<file path="src/rtl/pad6_pkg.sv">
package pad6_pkg;
  // Button vector bit positions
  localparam int BTN_W     = 12;
  localparam int B_UP      = 0;
  localparam int B_DOWN    = 1;
  localparam int B_LEFT    = 2;
  localparam int B_RIGHT   = 3;
  localparam int B_B       = 4;
  localparam int B_C       = 5;
  localparam int B_A       = 6;
  localparam int B_START   = 7;
  localparam int B_Z       = 8;
  localparam int B_Y       = 9;
  localparam int B_X       = 10;
  localparam int B_MODE    = 11;

  // Select line position in the written byte
  localparam int SEL_BIT   = 6;

  // Phases that carry special read patterns
  localparam int EXTRA_PHASE = 3;
  localparam int ONES_PHASE  = 4;

  typedef enum logic [1:0] {
    FMT_NORMAL = 2'd0,
    FMT_EXTRA  = 2'd1,
    FMT_ONES   = 2'd2
  } rd_fmt_e;
endpackage

</file>
<file path="src/rtl/pad6_phase_ctrl.sv">
module pad6_phase_ctrl
  import pad6_pkg::*;
#(
  parameter int PHASE_W        = 3,
  parameter int TIMEOUT_CYCLES = 1500
) (
  input  logic               clk,
  input  logic               rst,
  input  logic               wr_en,
  input  logic               sel_in,
  output logic               th,
  output logic [PHASE_W-1:0] phase
);
  localparam int IDLE_W = $clog2(TIMEOUT_CYCLES + 1);
  localparam logic [PHASE_W-1:0] PHASE_MAX = {PHASE_W{1'b1}};
  localparam logic [IDLE_W-1:0]  IDLE_LIM  = IDLE_W'(TIMEOUT_CYCLES);
  localparam logic [IDLE_W-1:0]  IDLE_LAST = IDLE_W'(TIMEOUT_CYCLES - 1);

  logic [IDLE_W-1:0] idle_q;
  logic              fall_w;

  assign fall_w = th & ~sel_in;

  always_ff @(posedge clk) begin
    if (rst) begin
      th     <= 1'b1;
      phase  <= '0;
      idle_q <= '0;
    end else if (wr_en) begin
      th     <= sel_in;
      idle_q <= '0;
      if (fall_w && (phase != PHASE_MAX))
        phase <= phase + 1'b1;
    end else begin
      if (idle_q != IDLE_LIM)
        idle_q <= idle_q + 1'b1;
      if (idle_q == IDLE_LAST)
        phase <= '0;
    end
  end
endmodule

</file>
<file path="src/rtl/pad6_read_fmt.sv">
module pad6_read_fmt
  import pad6_pkg::*;
#(
  parameter int PHASE_W = 3
) (
  input  logic               th,
  input  logic [PHASE_W-1:0] phase,
  input  logic [BTN_W-1:0]   btn,
  output logic [7:0]         byte_out
);
  rd_fmt_e    fmt;
  logic [3:0] lo_nib;
  logic [1:0] hi_pair;

  always_comb begin
    if (phase == PHASE_W'(EXTRA_PHASE))     fmt = FMT_EXTRA;
    else if (phase == PHASE_W'(ONES_PHASE)) fmt = FMT_ONES;
    else                                    fmt = FMT_NORMAL;
  end

  always_comb begin
    if (th) begin
      hi_pair = {btn[B_C], btn[B_B]};
      if (fmt == FMT_EXTRA)
        lo_nib = {btn[B_MODE], btn[B_X], btn[B_Y], btn[B_Z]};
      else
        lo_nib = {btn[B_RIGHT], btn[B_LEFT], btn[B_DOWN], btn[B_UP]};
    end else begin
      hi_pair = {btn[B_START], btn[B_A]};
      case (fmt)
        FMT_EXTRA: lo_nib = 4'h0;
        FMT_ONES:  lo_nib = 4'hF;
        default:   lo_nib = {2'b00, btn[B_DOWN], btn[B_UP]};
      endcase
    end
    byte_out = {1'b0, th, hi_pair, lo_nib};
  end
endmodule

</file>
<file path="src/rtl/pad6_port.sv">
module pad6_port
  import pad6_pkg::*;
#(
  parameter int PHASE_W        = 3,
  parameter int TIMEOUT_CYCLES = 1500
) (
  input  logic             clk,
  input  logic             rst,
  input  logic             wr_en,
  input  logic [7:0]       wr_data,
  input  logic             rd_en,
  input  logic [BTN_W-1:0] buttons,
  output logic             rd_valid,
  output logic [7:0]       rd_data
);
  logic               th_q;
  logic [PHASE_W-1:0] phase_q;
  logic [7:0]         fmt_byte;

  pad6_phase_ctrl #(
    .PHASE_W        (PHASE_W),
    .TIMEOUT_CYCLES (TIMEOUT_CYCLES)
  ) i_ctrl (
    .clk    (clk),
    .rst    (rst),
    .wr_en  (wr_en),
    .sel_in (wr_data[SEL_BIT]),
    .th     (th_q),
    .phase  (phase_q)
  );

  pad6_read_fmt #(
    .PHASE_W (PHASE_W)
  ) i_fmt (
    .th       (th_q),
    .phase    (phase_q),
    .btn      (buttons),
    .byte_out (fmt_byte)
  );

  always_ff @(posedge clk) begin
    if (rst) begin
      rd_valid <= 1'b0;
      rd_data  <= 8'h00;
    end else begin
      rd_valid <= rd_en;
      if (rd_en)
        rd_data <= fmt_byte;
    end
  end
endmodule

</file>
<file path="config.mk">
export PLATFORM = sky130hd
export DESIGN_NAME = pad6_port
export DESIGN_NICKNAME = d
export VERILOG_FILES = /design/src/rtl/pad6_pkg.sv /design/src/rtl/pad6_phase_ctrl.sv /design/src/rtl/pad6_read_fmt.sv /design/src/rtl/pad6_port.sv
export SDC_FILE = /design/constraint.sdc
export NUM_CORES = 1
export LEC_CHECK = 0
export BUFFER_PORTS_ARGS = -buffer_cell sky130_fd_sc_hd__clkbuf_2
export CORE_MARGIN = 4
export CORE_UTILIZATION = 46
export CTS_CLUSTER_DIAMETER = 100
export CTS_CLUSTER_SIZE = 20
export DETAILED_ROUTE_END_ITERATION = 8
export GPL_ROUTABILITY_DRIVEN = 0
export PLACE_DENSITY = 0.74
export SLEW_MARGIN = 0
export SYNTH_ARGS = -nofsm -noshare
export SYNTH_HDL_FRONTEND = slang
export SYNTH_HIERARCHICAL = 1
export SYNTH_SLANG_ARGS = --single-unit
</file>
<file path="constraint.sdc">
create_clock -name clk -period 1.31 [get_ports clk]
set_input_delay 0.131 -clock clk [delete_from_list [all_inputs] [get_ports clk]]
set_output_delay 0.131 -clock clk [all_outputs]
set_load 0.01 [all_outputs]
</file>
==> results of run 1 <==
## metal layers
metal / global-route usage (%) / vias to the layer above / routed length (um)
li1: - / 605 / -
met1: 18.3 / 568 / 1320
met2: 34.1 / 42 / 1640
met3: 2.98 / 4 / 185
met4: 5.57 / 0 / 35
met5: 0 / - / 0
## layout make-up
cell class                 instances  area [um2]  area share, %
clock inverter                     1        30.0           1.64
tap                               30        37.5           2.04
inverter                           4        17.5          0.954
timing repair buffer              49         320           17.5
clock buffer                       3        22.5           1.23
multi-input combinational        101         907           49.4
sequential                        24         500           27.3
## final timing paths
kind / startpoint / endpoint / slack, ns / cells past startpoint
setup reg to reg: i_ctrl/phase[1] / i_ctrl/phase[1] / -0.04 / 5
hold / removal: wr_data[6] / i_ctrl/th / 0.04 / 2
setup / recovery: i_ctrl/phase[1] / i_ctrl/phase[1] / -0.04 / 5
hold reg to reg: rd_data[7] / rd_data[7] / 0.51 / 2
## power by group
part | internal, W | leakage [nW] | switching (W)
sequential | 0.000755 | 0.202 | 0.0000240
clock | 0.000310 | 0.0279 | 0.000228
combinational | 0.000121 | 0.548 | 0.000105
## synthesized netlist by cell type, types with 2 or more instances
library cell	n
nor3_1	5
ha_1	5
a32o_1	2
buf_4	2
and3_1	3
o31ai_1	2
a32oi_1	2
mux2_2	2
dfxtp_1	24
nor2_1	10
or4_1	2
nand2_1	7
buf_2	2
a22o_1	4
nor2b_1	3
or3_2	2
a21oi_1	4
a31oi_1	4
o21ai_0	7
mux2i_1	10
nand4bb_1	2
inv_1	4
a21o_1	2
nand3_1	8
## kinds of logic (layout without fill, tap and decap cells)
family          Yosys count  in the layout
fa+ha+maj                 5              5
flops                    24             24
buf+inv                  11             57
simple gates             51             51
mux                      12             12
other cells               1              1
compound gates           32             32
## timing repair
| item | CTS | global route |
|---|---|---|
| endpoints found under the setup margin | 14 | 17 |
| gates cloned | 0 | 0 |
| pin swaps | 8 | 12 |
| resized for setup | 17 | 27 |
| setup buffers | 2 | 0 |
## state kept, by name, summed over array words and instances, names as in the netlist
name           flops
i_ctrl/th          1
i_ctrl/phase       3
i_ctrl/idle_q     11
rd_valid           1
rd_data            8
## metrics by stage
| stage | utilization [%] | worst slack (ns) |
|---|---|---|
| global route | 72.1 | -0.100 |
| CTS | 67.6 | -0.0745 |
| global placement | 61.6 | -0.0348 |
| detailed placement | 61.6 | -0.117 |
| finish | 72.1 | -0.0450 |
| floorplan | - | -0.0192 |
## worst max-delay path: stages, from the launching register on
cell       delay, ns
dfxtp_4         0.39
ha_4            0.16
ha_4            0.14
nand4bb_4       0.18
nor2b_4         0.15
a32o_1          0.24
==> run_results.csv, run 1 <==
group,metric,value,unit
floorplan,fp.dieW,60.5,um
logic_synthesis,synthCells,136,
timing,finalHoldViolCount,0,
drt,dr.pass1.iters,4,
clock_tree,cts_made_buffers,3,
logic_synthesis,synth_mux_area_share,9.68,%
drt,num_vias,1219,
logic_synthesis,synthDistinctLibCells,42,
timing,setup_viol,5,
logic_synthesis,synthTopCellsByArea,"dfxtp_1 (38%), mux2i_1 (7.9%), ha_1 (4.9%)",
logic_synthesis,async_flop_share,0,%
timing,fmax,738,MHz
logic_synthesis,yosys.area.top_type,"dfxtp_1",
clock_tree,root_buffer,"clkbuf_4",
critical_path,worstPathRequired,1.53,ns
placed_design,dp_hpwl,2200,um
floorplan,start_util,49.8,%
final_layout,finalNonFillerCells,212,
power_and_ir_drop,pwr_density_cell,840,nW/um2
critical_path,startpoint_type,"flip-flop",
global_route,grt_overflow,0,
clock_tree,cts.clk_slew.worst_paths,0.13,ns
drt,ant_nets,0,
timing,hold_slack,0.0438,ns
logic_synthesis,yosys.area_share.simple,24.6,%
placed_design,port_buffers,25,
logic_synthesis,ys_dominant_reg_cell,"dfxtp_1",
min_path,hp-class,"primary input to flip-flop",
timing,setup_ws,-0.0450,ns
timing,final-max-slew-violation-count,0,
power_and_ir_drop,vdd.ir_drop.worst,0.000728,V
final_layout,area_growth,45.0,%
global_route,grt_pass1_vias,1172,
final_layout,n_antenna_cell,0,
final_layout,fill_cells,190,
timing,setup-tns-final,-0.124,ns
final_layout,drive_above_1_share,52.7,%
floorplan,rows,18,
logic_synthesis,avgSynthCellArea,9.31,um2
logic_synthesis,synth_compound_area_share,17.8,%
global_route,grtUsageTotal,17.3,%
outcome,status,"complete, but fails checks",
floorplan,num_io_pins,33,
global_route,grt_pass1_wl,4820,um
critical_path,cp-end-kind,"flip-flop",
final_layout,finalNetCount,212,
floorplan,dieArea,3660,um2
drt,drt_iter0_drc,65,
clock_tree,insertion_delay,0.32,ns
critical_path,worstPathMaxFanout,4,
clock_tree,cts_hold_buf,0,
timing,finalCritPeriodShare,103,%
logic_synthesis,yosysTopAreaCellShare,37.9,%
clock_tree,tritoncts,"done",
logic_synthesis,synth_xor_area_share,0,%
clock_tree,cts_htree_levels,1,
logic_synthesis,yosys_warnings,6,
final_layout,fin_area,1840,um2
final_layout,mostFrequentLayoutCell,"clkbuf_2",
clock_tree,cts_sinks,24,
floorplan,core_area,2540,um2
logic_synthesis,synth-edff-count,0,
drt,totalWireLength,3180,um
logic_synthesis,synth_top_family_by_area,"simple AND/OR/NAND/NOR gates",
logic_synthesis,syn_nets,165,
global_route,antenna_found_initial,0,
logic_synthesis,yosysSeqAreaShare,37.9,%
placed_design,dp.cells,206,
timing,rsz0062_at_grt,"yes",
power_and_ir_drop,power,0.00154,W
critical_path,criticalPathCategory,"flip-flop to flip-flop",
logic_synthesis,syn_area,1270,um2
drt,drcViolationCount,0,
flow_run,maxCapViolCount,0,
drt,wl_per_cell,15.0,um
drt,vias_per_cell,5.75,
clock_tree,clockBufferDepth,2,
critical_path,cp_data_arrival_time,1.58,ns
floorplan,die_h,60.5,um
timing,period_needed,1.35,ns
global_route,grt_max_degree,15,
placed_design,dpl_cell_area,1570,um2
timing,clock_skew,0.00272,ns
logic_synthesis,synthAdderAreaFrac,4.94,%
outcome,violations,"setup timing",
logic_synthesis,ys_ff_latch,24,
final_layout,final_cell_mix,"clkbuf_2 (25), buf_4 (20), dfxtp_1 (12), mux2i_1 (10), dfxtp_2 (10)",
power_and_ir_drop,p_leak,0.777,nW
(Power assumes the default switching activity.)
==> run 2, diff against run 1 <==
Settings changed: SETUP_SLACK_MARGIN set to 0.15.
==> run_results.csv, run 2 (synthesis results as in run 1) <==
group,metric,value,unit
critical_path,cp_num_buf_inv,1,
timing,finalHoldViolCount,0,
critical_path,criticalPathCategory,"flip-flop to flip-flop",
clock_tree,root_buffer,"clkbuf_4",
floorplan,core_area,2540,um2
global_route,grt_util_met1,22.4,%
floorplan,die_h,60.5,um
clock_tree,cts_sinks,24,
power_and_ir_drop,pwr_density_cell,760,nW/um2
final_layout,largest_reg_flops,11,
global_route,grtUsageTotal,22.0,%
critical_path,path_common_cell,"ha_4",
global_route,grt_max_degree,15,
final_layout,finalNetCount,216,
floorplan,fp.dieW,60.5,um
clock_tree,insertion_delay,0.33,ns
final_layout,regMostFlops,"i_ctrl/idle_q",
timing,hold_slack,0.0359,ns
drt,drcViolationCount,0,
final_layout,multi_input_area,990,um2
drt,drt_iter0_drc,94,
final_layout,n_antenna_cell,0,
drt,num_vias,1309,
drt,dr.pass1.iters,4,
timing,fmax,715,MHz
power_and_ir_drop,vdd.ir_drop.worst,0.000572,V
final_layout,largestRegisters,"i_ctrl/idle_q (11), rd_data (8), i_ctrl/phase (3)",
critical_path,worst_path_largest_cell_delay,0.39,ns
timing,rsz0062_at_grt,"yes",
drt,wl_per_cell,18.8,um
power_and_ir_drop,p_leak,0.810,nW
global_route,antenna_found_initial,0,
timing,period_needed,1.40,ns
floorplan,start_util,49.8,%
critical_path,startpoint_type,"flip-flop",
timing,setup_viol,6,
timing,clock_skew,0.00453,ns
critical_path,worstPathRequired,1.58,ns
critical_path,cp_data_arrival_time,1.67,ns
clock_tree,cts.clk_slew.worst_paths,0.14,ns
flow_run,maxCapViolCount,0,
global_route,grt_pass1_wl,5950,um
floorplan,num_io_pins,33,
placed_design,dp_hpwl,2310,um
min_path,hp-class,"primary input to flip-flop",
final_layout,drive_above_1_share,61.8,%
floorplan,rows,18,
global_route,grt_busiest_layer,"met2",
global_route,met2_usage,43.5,%
critical_path,slowest_stage,"dfxtp_4",
final_layout,ff_latch_area,520,um2
timing,finalCritPeriodShare,107,%
drt,vias_per_cell,6.06,
final_layout,fill_cells,158,
clock_tree,tritoncts,"done",
floorplan,dieArea,3660,um2
final_layout,final_cell_mix,"clkbuf_2 (25), buf_4 (20), mux2i_1 (10), dfxtp_1 (10)",
global_route,gr-usage-met3,3.83,%
timing,setup-tns-final,-0.261,ns
critical_path,cp-end-kind,"flip-flop",
final_layout,area_growth,56.2,%
critical_path,cp_top_family,"flip-flops",
outcome,status,"complete, but fails checks",
critical_path,path_cells,"ha_4 > ha_4 > nand4bb_4 > buf_4 > nor2_2 > a32o_1",
placed_design,port_buffers,25,
placed_design,dp.cells,201,
drt,totalWireLength,4070,um
critical_path,worstPathMaxFanout,4,
drt,ant_nets,0,
global_route,grt_overflow,0,
clock_tree,cts_htree_levels,1,
timing,final-max-slew-violation-count,0,
final_layout,mostFrequentLayoutCell,"clkbuf_2",
power_and_ir_drop,power,0.00150,W
clock_tree,cts_made_buffers,3,
final_layout,finalNonFillerCells,216,
global_route,grt_pass1_vias,1294,
outcome,violations,"setup timing",
clock_tree,clockBufferDepth,2,
timing,setup_ws,-0.0895,ns
run 2: cell count changes in the layout (fill, tap and decap cells not counted), moves of 3 or more:
cell and delta:
buf_6 +4, nor3_1 -3, dfxtp_4 +7, dfxtp_2 -5
run 2: worst register-to-register path, cell delays in order, from the launching register on:
cell	delay [ns]
dfxtp_4	0.39
ha_4	0.16
ha_4	0.15
nand4bb_4	0.19
buf_4	0.16
nor2_2	0.12
a32o_1	0.16
run 2: final cells by class:
type                            instances  area share (%)
Clock buffer                            4            2.40
Timing Repair Buffer                   53            18.5
Sequential cell                        24            26.3
Inverter                                4           0.886
Tap cell                               30            1.90
Multi-Input combinational cell        101            50.0
run 2: final timing paths:
path	start	endpoint	slack, ns	depth (start not counted)
worst min register to register	rd_data[6]	rd_data[6]	0.52	2
worst max register to register	i_ctrl/phase[1]	i_ctrl/phase[1]	-0.09	6
worst max-delay path	i_ctrl/phase[1]	i_ctrl/phase[1]	-0.09	6
worst min-delay path	wr_data[6]	i_ctrl/th	0.04	2
run 2: timing repair:
item	4_1_cts	5_1_grt
hold buffers	0	0
gates resized for setup	37	28
endpoints found under the setup margin	18	17
pin swaps	19	18
buffers inserted	9	2
run 2: metal layers:
metal | share of wire [%] | vias to the layer above
met5 | 0 | -
met4 | 3.4 | 0
met3 | 6.3 | 14
met2 | 53 | 59
met1 | 37 | 624
li1 | - | 612
run 2: where the power goes:
part / switching (W) / total, W / internal, W
Combinational: 0.000117 / 0.000251 / 0.000134
Sequential: 0.0000262 / 0.000770 / 0.000744
Clock: 0.000249 / 0.000483 / 0.000234
Total: 0.000392 / 0.00150 / 0.00111
run 2: per-stage QoR:
| stage | setup WS, ns | area (um2) | utilization (%) |
|---|---|---|---|
| finish | -0.0895 | 1980 | 77.7 |
| global route | -0.159 | 1980 | 77.7 |
| CTS | -0.0717 | 1830 | 71.8 |
| detailed placement | -0.0861 | 1570 | 61.7 |
| global placement | -0.0270 | 1570 | 61.7 |
| floorplan | -0.0192 | 1330 | - |
==> run 3, diff against run 2 <==
Settings changed: CORE_UTILIZATION 46 to 29, CTS_CLUSTER_DIAMETER 100 to unset, PLACE_DENSITY 0.74 to unset.
==> run_results.csv, run 3 (synthesis results as in run 1) <==
group,metric,value,unit
global_route,grt_pass1_wl,5130,um
clock_tree,cts_sinks,24,
final_layout,ff_latch_area,509,um2
critical_path,cp_top_family,"simple AND/OR/NAND/NOR gates",
final_layout,final_core_util,45.6,%
min_path,hp-class,"primary input to flip-flop",
global_route,grt_util_met1,14.1,%
global_route,grt_pass1_vias,1128,
final_layout,regMostFlops,"i_ctrl/idle_q",
drt,vias_per_cell,5.22,
critical_path,slowest_stage,"and4bb_2",
critical_path,r2r-end,"i_ctrl/phase[2]",
clock_tree,cts_htree_levels,1,
critical_path,criticalPathCategory,"flip-flop to flip-flop",
final_layout,finalNonFillerCells,232,
outcome,status,"complete, but fails checks",
clock_tree,insertion_delay,0.27,ns
critical_path,timing.rr.start,"i_ctrl/idle_q[5]",
floorplan,dieArea,5490,um2
final_layout,largestRegisters,"i_ctrl/idle_q (11), rd_data (8), i_ctrl/phase (3)",
timing,hold_slack,0.0834,ns
floorplan,start_util,30.8,%
timing,setup_viol,2,
flow_run,maxCapViolCount,0,
clock_tree,cts_hold_buf,0,
power_and_ir_drop,pwr_density_cell,834,nW/um2
global_route,met2_usage,21.2,%
critical_path,cp_num_buf_inv,0,
timing,period_needed,1.34,ns
min_path,hold-path-cell-count,2,
min_path,min_from,"wr_data[6]",
floorplan,num_io_pins,33,
drt,drcViolationCount,0,
power_and_ir_drop,vdd.ir_drop.worst,0.000692,V
drt,drt_iter0_drc,38,
clock_tree,cts.clk_slew.worst_paths,0.09,ns
global_route,grt_busiest_layer,"met2",
global_route,antenna_found_initial,0,
global_route,grt_max_degree,15,
global_route,gr-usage-met3,3.38,%
floorplan,core_area,4120,um2
clock_tree,cts_made_buffers,3,
power_and_ir_drop,p_leak,0.781,nW
drt,wl_per_cell,14.3,um
final_layout,mostFrequentLayoutCell,"clkbuf_2",
placed_design,dp.cells,221,
clock_tree,tritoncts,"done",
timing,finalHoldViolCount,0,
critical_path,worstPathMaxFanout,6,
timing,finalCritPeriodShare,102,%
final_layout,largest_reg_flops,11,
min_path,holdPathEnd,"i_ctrl/th",
placed_design,port_buffers,25,
final_layout,area_growth,48.2,%
final_layout,finalNetCount,212,
clock_tree,clockBufferDepth,2,
final_layout,final_cell_mix,"clkbuf_2 (25), buf_4 (20), dfxtp_1 (11), mux2i_1 (10), nor2_1 (9)",
critical_path,r2r_cells,3,
timing,setup-tns-final,-0.0541,ns
timing,clock_skew,0.00317,ns
critical_path,worst_path_largest_cell_delay,0.40,ns
critical_path,startpoint_type,"flip-flop",
timing,fmax,746,MHz
floorplan,die_h,74.1,um
floorplan,rows,23,
timing,setup_ws,-0.0297,ns
global_route,grtUsageTotal,12.0,%
final_layout,drive_above_1_share,57.7,%
final_layout,n_antenna_cell,0,
final_layout,multi_input_area,901,um2
clock_tree,root_buffer,"clkbuf_8",
critical_path,worstPathRequired,1.47,ns
drt,totalWireLength,3330,um
placed_design,dp_hpwl,2290,um
timing,rsz0062_at_grt,"yes",
floorplan,fp.dieW,74.1,um
critical_path,cp-end-kind,"flip-flop",
global_route,grt_overflow,0,
timing,final-max-slew-violation-count,0,
drt,ant_nets,0,
final_layout,fill_cells,414,
outcome,violations,"setup timing",
critical_path,cp_data_arrival_time,1.50,ns
critical_path,r2r_slack,-0.03,ns
drt,num_vias,1210,
drt,dr.pass1.iters,4,
critical_path,path_cells,"and4bb_2 > nand3_1 > a32o_2",
==> run 3: worst max path at each step <==
stage          slack (ns)         endpoint  cells after the start             start
5_1_grt             -0.09  i_ctrl/phase[1]                      5   i_ctrl/phase[1]
6_report            -0.03  i_ctrl/phase[2]                      3  i_ctrl/idle_q[5]
3_5_place_dp        -0.07  i_ctrl/phase[2]                      4  i_ctrl/idle_q[1]
4_1_cts             -0.05  i_ctrl/phase[2]                      5   i_ctrl/phase[0]
3_3_place_gp        -0.02  i_ctrl/phase[1]                      5   i_ctrl/phase[1]
2_1_floorplan       -0.02  i_ctrl/phase[1]                      5   i_ctrl/phase[0]
==> run 3: metal layers <==
| layer | wire [um] | part of all wire [%] |
|---|---|---|
| met1 | 1370 | 41 |
| met2 | 1650 | 50 |
| met3 | 252 | 7.6 |
| met4 | 48 | 1.4 |
| met5 | 0 | 0 |
==> run 3: worst reg2reg max path, cell delays in order (launching register included) <==
cell      delay (ns)
dfxtp_4         0.38
and4bb_2        0.40
nand3_1         0.16
a32o_2          0.30
==> run 3: through the flow <==
stage	area, um2	total power (W)	worst slack (ns)
2_1_floorplan	1330	0.000900	-0.0192
3_3_place_gp	1590	0.000977	-0.0165
3_5_place_dp	1590	0.000985	-0.0666
4_1_cts	1790	0.00157	-0.0491
5_1_grt	1880	0.00164	-0.0924
6_report	1880	0.00156	-0.0297
==> run 3: layout make-up <==
| type | instances | area share (%) |
|---|---|---|
| Multi-Input combinational cell | 101 | 48.0 |
| Sequential cell | 24 | 27.1 |
| Timing Repair Buffer | 49 | 17.1 |
| Clock buffer | 4 | 3.53 |
| Tap cell | 50 | 3.33 |
| Inverter | 4 | 0.933 |
==> run 3: power breakdown <==
group | leakage, nW | internal, W | switching [W]
clock | 0.0339 | 0.000332 | 0.000242
combinational | 0.544 | 0.000116 | 0.000102
sequential | 0.203 | 0.000748 | 0.0000242
total | 0.781 | 0.00120 | 0.000369
==> run 3: timing repair <==
action                                  4_1_cts  5_1_grt
endpoints found under the setup margin       17       17
pin swaps                                    16       15
gates cloned                                  0        0
setup buffers                                 4        3
gates resized for setup                      28       17
